## config.mk

```make
export PLATFORM = sky130hd
export DESIGN_NAME = i2c_addr_decoder
export DESIGN_NICKNAME = d
export VERILOG_FILES = /design/src/rtl/i2c_adec_pkg.sv /design/src/rtl/i2c_adec_own_cmp.sv /design/src/rtl/i2c_adec_gcall.sv /design/src/rtl/i2c_addr_decoder.sv
export SDC_FILE = /design/constraint.sdc
export NUM_CORES = 1
export LEC_CHECK = 0
export ABC_AREA = 1
export BUFFER_PORTS_ARGS = -buffer_cell sky130_fd_sc_hd__buf_2
export CAP_MARGIN = 20
export CORE_MARGIN = 2
export CORE_UTILIZATION = 45
export DETAILED_ROUTE_END_ITERATION = 10
export PLACE_DENSITY = 0.79
export SYNTH_ARGS = -nofsm -noshare
export SYNTH_HDL_FRONTEND = slang
export SYNTH_SLANG_ARGS = --single-unit
```

## constraint.sdc

```tcl
create_clock -name clk_i -period 3.1 [get_ports clk_i]
set_input_delay 0.31 -clock clk_i [delete_from_list [all_inputs] [get_ports clk_i]]
set_output_delay 0.31 -clock clk_i [all_outputs]
set_load 0.1 [all_outputs]
```

## src/rtl/i2c_adec_pkg.sv

```systemverilog
package i2c_adec_pkg;

    localparam int BYTE_W = 8;
    localparam int ADDR_W = 10;
    localparam int N_OWN  = 2;
    localparam int HDR_W  = 5;
    localparam int SEV_W  = 7;
    localparam logic [HDR_W-1:0] TEN_HDR = 5'b11110;
    localparam logic [BYTE_W-1:0] GC_WR  = 8'h00;
    localparam logic [BYTE_W-1:0] GC_RD  = 8'h01;

    typedef enum logic [1:0] {
        MT_NONE  = 2'd0,
        MT_OWN0  = 2'd1,
        MT_OWN1  = 2'd2,
        MT_GCALL = 2'd3
    } match_e;

    typedef enum logic [2:0] {
        PH_IDLE,
        PH_ADDR,
        PH_LOW,
        PH_WRITE,
        PH_READ,
        PH_SKIP
    } phase_e;

    typedef struct packed {
        phase_e           phase;
        match_e           match;
        logic             rd;
        logic             ack_vld;
        logic             ack;
        logic [N_OWN-1:0] cand;
        logic [N_OWN-1:0] sel;
    } dec_state_t;

    // lowest index wins
    function automatic match_e first_hit(input logic [N_OWN-1:0] hits);
        match_e m;
        m = MT_NONE;
        for (int i = N_OWN - 1; i >= 0; i--) begin
            if (hits[i]) m = match_e'(i + 1);
        end
        return m;
    endfunction

    function automatic logic [N_OWN-1:0] hit_onehot(input match_e m);
        logic [N_OWN-1:0] v;
        v = '0;
        for (int i = 0; i < N_OWN; i++) begin
            if (m == match_e'(i + 1)) v[i] = 1'b1;
        end
        return v;
    endfunction

endpackage

```

## src/rtl/i2c_adec_own_cmp.sv

```systemverilog
module i2c_adec_own_cmp
    import i2c_adec_pkg::*;
(
    input  logic              en_i,
    input  logic              ten_i,
    input  logic [ADDR_W-1:0] addr_i,
    input  logic [BYTE_W-1:0] byte_i,
    output logic              hit7_o,
    output logic              hi10_o,
    output logic              lo10_o
);
    logic is_hdr;

    always_comb begin
        is_hdr = (byte_i[BYTE_W-1 -: HDR_W] == TEN_HDR);
        hit7_o = en_i && !ten_i && !is_hdr
                 && (byte_i[BYTE_W-1:1] == addr_i[SEV_W-1:0]);
        hi10_o = en_i && ten_i && is_hdr
                 && (byte_i[2:1] == addr_i[ADDR_W-1:BYTE_W]);
        lo10_o = en_i && ten_i && (byte_i == addr_i[BYTE_W-1:0]);
    end
endmodule

```

## src/rtl/i2c_adec_gcall.sv

```systemverilog
module i2c_adec_gcall
    import i2c_adec_pkg::*;
(
    input  logic [BYTE_W-1:0] byte_i,
    input  logic              loopback_i,
    input  logic              local_en_i,
    input  logic              ext_en_i,
    output logic              gc_wr_o,
    output logic              gc_rd_o,
    output logic              gc_ack_o
);
    always_comb begin
        gc_wr_o  = (byte_i == GC_WR);
        gc_rd_o  = (byte_i == GC_RD);
        gc_ack_o = loopback_i ? local_en_i : ext_en_i;
    end
endmodule

```

## src/rtl/i2c_addr_decoder.sv

```systemverilog
module i2c_addr_decoder
    import i2c_adec_pkg::*;
(
    input  logic                         clk_i,
    input  logic                         rst_ni,
    input  logic                         start_i,
    input  logic                         stop_i,
    input  logic                         byte_valid_i,
    input  logic [7:0]                   byte_i,
    input  logic                         loopback_i,
    input  logic [1:0]                   own_en_i,
    input  logic [1:0]                   own_ten_i,
    input  logic [1:0][9:0]              own_addr_i,
    input  logic [1:0]                   own_wr_ack_i,
    input  logic                         gc_local_en_i,
    input  logic                         gc_ext_en_i,
    input  logic                         gc_data_ack_i,
    output logic [1:0]                   match_o,
    output logic                         read_o,
    output logic                         ack_valid_o,
    output logic                         ack_o
);
    localparam dec_state_t RST_STATE = '{
        phase: PH_IDLE, match: MT_NONE, rd: 1'b0, ack_vld: 1'b0,
        ack: 1'b0, cand: '0, sel: '0};

    logic [N_OWN-1:0] hit7, hi10, lo10;
    logic             gc_wr, gc_rd, gc_ack;
    dec_state_t       st_d, st_q;

    for (genvar g = 0; g < N_OWN; g++) begin : g_own
        i2c_adec_own_cmp u_cmp (
            .en_i   (own_en_i[g]),
            .ten_i  (own_ten_i[g]),
            .addr_i (own_addr_i[g]),
            .byte_i (byte_i),
            .hit7_o (hit7[g]),
            .hi10_o (hi10[g]),
            .lo10_o (lo10[g])
        );
    end

    i2c_adec_gcall u_gc (
        .byte_i     (byte_i),
        .loopback_i (loopback_i),
        .local_en_i (gc_local_en_i),
        .ext_en_i   (gc_ext_en_i),
        .gc_wr_o    (gc_wr),
        .gc_rd_o    (gc_rd),
        .gc_ack_o   (gc_ack)
    );

    always_comb begin
        logic [N_OWN-1:0] pick;
        logic             is_hdr;
        st_d         = st_q;
        st_d.ack_vld = 1'b0;
        st_d.ack     = 1'b0;
        pick         = '0;
        is_hdr       = (byte_i[BYTE_W-1 -: HDR_W] == TEN_HDR);
        if (stop_i) begin
            st_d = RST_STATE;
        end else if (start_i) begin
            st_d.phase = PH_ADDR;
            st_d.match = MT_NONE;
            st_d.rd    = 1'b0;
            st_d.cand  = '0;
        end else if (byte_valid_i) begin
            case (st_q.phase)
                PH_ADDR: begin
                    st_d.ack_vld = 1'b1;
                    if (gc_wr) begin
                        st_d.ack   = gc_ack;
                        st_d.match = gc_ack ? MT_GCALL : MT_NONE;
                        st_d.phase = gc_ack ? PH_WRITE : PH_SKIP;
                    end else if (gc_rd) begin
                        st_d.phase = PH_SKIP;
                    end else if (is_hdr && !byte_i[0]) begin
                        st_d.cand  = hi10;
                        st_d.sel   = '0;
                        st_d.ack   = |hi10;
                        st_d.phase = (|hi10) ? PH_LOW : PH_SKIP;
                    end else if (is_hdr) begin
                        pick = hi10 & st_q.sel;
                        if (|pick) begin
                            st_d.ack   = 1'b1;
                            st_d.match = first_hit(pick);
                            st_d.rd    = 1'b1;
                            st_d.phase = PH_READ;
                        end else begin
                            st_d.phase = PH_SKIP;
                        end
                    end else if (|hit7) begin
                        st_d.ack   = 1'b1;
                        st_d.match = first_hit(hit7);
                        st_d.rd    = byte_i[0];
                        st_d.phase = byte_i[0] ? PH_READ : PH_WRITE;
                    end else begin
                        st_d.phase = PH_SKIP;
                    end
                end
                PH_LOW: begin
                    st_d.ack_vld = 1'b1;
                    pick         = lo10 & st_q.cand;
                    st_d.cand    = '0;
                    if (|pick) begin
                        st_d.ack   = 1'b1;
                        st_d.match = first_hit(pick);
                        st_d.sel   = hit_onehot(first_hit(pick));
                        st_d.phase = PH_WRITE;
                    end else begin
                        st_d.phase = PH_SKIP;
                    end
                end
                PH_WRITE: begin
                    st_d.ack_vld = 1'b1;
                    case (st_q.match)
                        MT_OWN0:  st_d.ack = own_wr_ack_i[0];
                        MT_OWN1:  st_d.ack = own_wr_ack_i[1];
                        MT_GCALL: st_d.ack = gc_data_ack_i;
                        default:  st_d.ack = 1'b0;
                    endcase
                end
                default: ;
            endcase
        end
    end

    always_ff @(posedge clk_i or negedge rst_ni) begin
        if (!rst_ni) st_q <= RST_STATE;
        else         st_q <= st_d;
    end

    assign match_o     = st_q.match;
    assign read_o      = st_q.rd;
    assign ack_valid_o = st_q.ack_vld;
    assign ack_o       = st_q.ack;


    ack_after_strobe_chk: assert property (@(posedge clk_i) disable iff (!rst_ni)
        ack_valid_o |-> $past(byte_valid_i));

    ack_needs_valid_chk: assert property (@(posedge clk_i) disable iff (!rst_ni)
        ack_o |-> ack_valid_o);

    stop_clears_chk: assert property (@(posedge clk_i) disable iff (!rst_ni)
        stop_i |=> (match_o == MT_NONE && !read_o && !ack_valid_o));

    gc_read_nack_chk: assert property (@(posedge clk_i) disable iff (!rst_ni)
        (byte_valid_i && !stop_i && !start_i && st_q.phase == PH_ADDR && byte_i == GC_RD)
        |=> (ack_valid_o && !ack_o && match_o == MT_NONE));

    own0_enabled_chk: assert property (@(posedge clk_i) disable iff (!rst_ni)
        (match_o == MT_OWN0) |-> own_en_i[0]);

    own1_enabled_chk: assert property (@(posedge clk_i) disable iff (!rst_ni)
        (match_o == MT_OWN1) |-> own_en_i[1]);

    gc_write_only_chk: assert property (@(posedge clk_i) disable iff (!rst_ni)
        (match_o == MT_GCALL) |-> !read_o);
endmodule

```

==> flow_summary.json <==
{
  "ys.flop_type": "dfrtp_1",
  "numCtsBuffers": 3,
  "cts_tree": "done",
  "relSlewSlack": 0.558,
  "finalHoldViolCount": 0,
  "final_area_mm2": 0.00224,
  "hold_path_end": "st_q[9]",
  "synth_nets": 394,
  "drc": 0,
  "wire_per_inst_um": 12.4,
  "fin_crit_sh": 0.598,
  "critPathCaptureType": "register",
  "r2r_cells": 7,
  "antenna_found_initial": 0,
  "ys_types": 38,
  "die_y_um": 69.8,
  "power.switching_uw": 208,
  "post_cts_buffers": 0,
  "r2r_end": "st_q[2]",
  "p_clk_frac": 0.315,
  "final_cell_mix": "nand2_1, nor2_1, buf_2",
  "use_met2": 0.367,
  "cp.arrival_ns": 1.99,
  "first_pass_iters": 4,
  "grt_busiest_layer": "met2",
  "gp_congestion": 0.976,
  "global_route.usage.met1": 0.325,
  "dpl_cell_area_mm2": 0.00218,
  "powerDensity_mw_per_mm2": 249,
  "internal-power_uw": 351,
  "clock_path_buffers": 2,
  "start_util": 0.477,
  "ys_warn_count": 0,
  "dp_cells": 439,
  "dieArea_mm2": 0.00487,
  "multi_input_area_mm2": 0.00137,
  "drt-total-wl_um": 5490,
  "hold_path.startpoint": "stop_i",
  "std_cell_rows": 23,
  "critPathRequiredTime_ns": 3.23,
  "drive_gt1_frac": 0.201,
  "antenna_left": 0,
  "cts_sinks": 12,
  "final_cells": 444,
  "synth-edff-count": 0,
  "grt_pass1_wl_um": 9360,
  "overflow": 0,
  "p_comb_frac": 0.394,
  "vias": 2313,
  "ir_drop_mv": 0.204,
  "dp_hpwl_um": 4560,
  "r2r_setup_slack_ns": 1.25,
  "syn_area_mm2": 0.00195,
  "synth_seq_cells": 12,
  "grt_max_degree": 13,
  "syn_inst": 351,
  "path_clk_slew_ns": 0.06,
  "num-nets-final": 438,
  "preCtsSetupSlack_ns": 1.22,
  "grt_use_total": 0.230,
  "synthArstFlopShare": 1.00,
  "status": "finished, final reports clean",
  "critPathLaunchType": "register",
  "finClkSkew_ns": 0.00556,
  "fmax_ghz": 0.540,
  "slew_viol_final": 0,
  "clockRootBuffer": "clkbuf_8",
  "gr-usage-met3": 0.0436,
  "min_path_cells": 4,
  "synth_area_per_cell_um2": 5.55,
  "maxCapViolations": 0,
  "final_common_cell": "nand2_1",
  "insertion_delay_ns": 0.25,
  "first_iter_violations": 207,
  "rsz0062_at_grt": "false",
  "dieWidth_um": 69.8,
  "fin_crit_ns": 1.85,
  "seq_area_um2": 300,
  "area_growth_pct": 15.1,
  "hold_path_class": "primary input to register",
  "viasPerCell": 5.21,
  "criticalPathCategory": "register to register",
  "p_seq_frac": 0.292,
  "setup_violations": 0,
  "ys_seq_area_frac": 0.154,
  "ctsHtreeMaxLevel": 1,
  "worst_pin_slew_ns": 0.657,
  "power.share.switching": 0.372,
  "layout_setup_ws_ns": 1.25,
  "n_antenna_cell": 0,
  "io_pins": 48,
  "tns_ns": 0,
  "power.leakage_uw": 0.00128,
  "io_buffers": 47,
  "fillers": 420,
  "critPathMaxFanout": 7,
  "power_uw": 559,
  "core_area_mm2": 0.00409,
  "r2r_start": "st_q[11]",
  "grt_pass1_vias": 2128
}
[area by class of cell]
type	count	area share
tap	50	0.0279
clock buffer	4	0.0245
multi-input combinational	274	0.611
inverter	56	0.0937
timing repair buffer	48	0.109
sequential	12	0.134
[repair_timing]
item                                   in CTS  in global routing
resized for setup                           0                  0
hold buffers                                1                  0
endpoints found under the hold margin      12                  0
[sequential cells by signal, summed over array words and instances, names as in the netlist]
name / count
ack_o: 1
ack_valid_o: 1
match_o: 2
st_q: 7
read_o: 1
[routing by layer]
| metal | routed length, um | part of all wire |
|---|---|---|
| met4 | 66 | 0.012 |
| met5 | 0 | 0 |
| met3 | 482 | 0.088 |
| met1 | 2510 | 0.46 |
| met2 | 2430 | 0.44 |
[power groups by stage]
stage	Clock [uW]	Combinational [uW]	Sequential, uW
global route	188	246	163
detailed placement	0	215	166
floorplan	0	148	168
finish	176	220	163
CTS	179	217	163
global placement	0	214	166
[how the worst max path moves through the flow]
stage | from | endpoint | slack [ns]
floorplan | byte_i[3] | st_q[0] | 1.54
global placement | byte_i[1] | st_q[0] | 1.23
detailed placement | byte_i[1] | st_q[1] | 1.22
CTS | st_q[11] | st_q[2] | 1.28
global route | st_q[11] | st_q[2] | 1.16
finish | st_q[11] | st_q[2] | 1.25
[through the flow]
step / utilization / hold WS (ns)
floorplan: - / 0.0144
global placement: 0.533 / 0.204
detailed placement: 0.533 / 0.204
CTS: 0.549 / 0.366
global route: 0.549 / 0.390
finish: 0.549 / 0.372
[critical path: stages, from the launching register on]
cell and delay (ns):
dfrtp_1 0.42, nor3_4 0.38, inv_2 0.17, nand3_4 0.11, o21ai_4 0.09, a31oi_4 0.19
o21ai_2 0.11, o31ai_1 0.26
[synthesized netlist by cell type, types with 5 or more instances]
master / n / area, um2
a21oi_1: 9 / 45.0
nand2_1: 122 / 458
xnor2_1: 9 / 78.8
nand3_1: 24 / 120
nor3_1: 6 / 30.0
nand4_1: 11 / 68.8
nor2_2: 5 / 31.3
inv_1: 46 / 173
dfrtp_1: 12 / 300
nor2_1: 48 / 180
inv_2: 9 / 33.8
buf_4: 7 / 52.6
xor2_1: 6 / 52.6
[kinds of logic (layout without fill, tap and decap cells)]
| group | Yosys count | in the layout | synth area share |
|---|---|---|---|
| compound gates | 25 | 25 | 0.0911 |
| xor+xnor | 15 | 15 | 0.0674 |
| buf+inv | 65 | 108 | 0.143 |
| flops | 12 | 12 | 0.154 |
| mux | 1 | 1 | 0.00578 |
| simple gates | 233 | 233 | 0.539 |
Note: power is estimated with default switching activity, not from simulation.
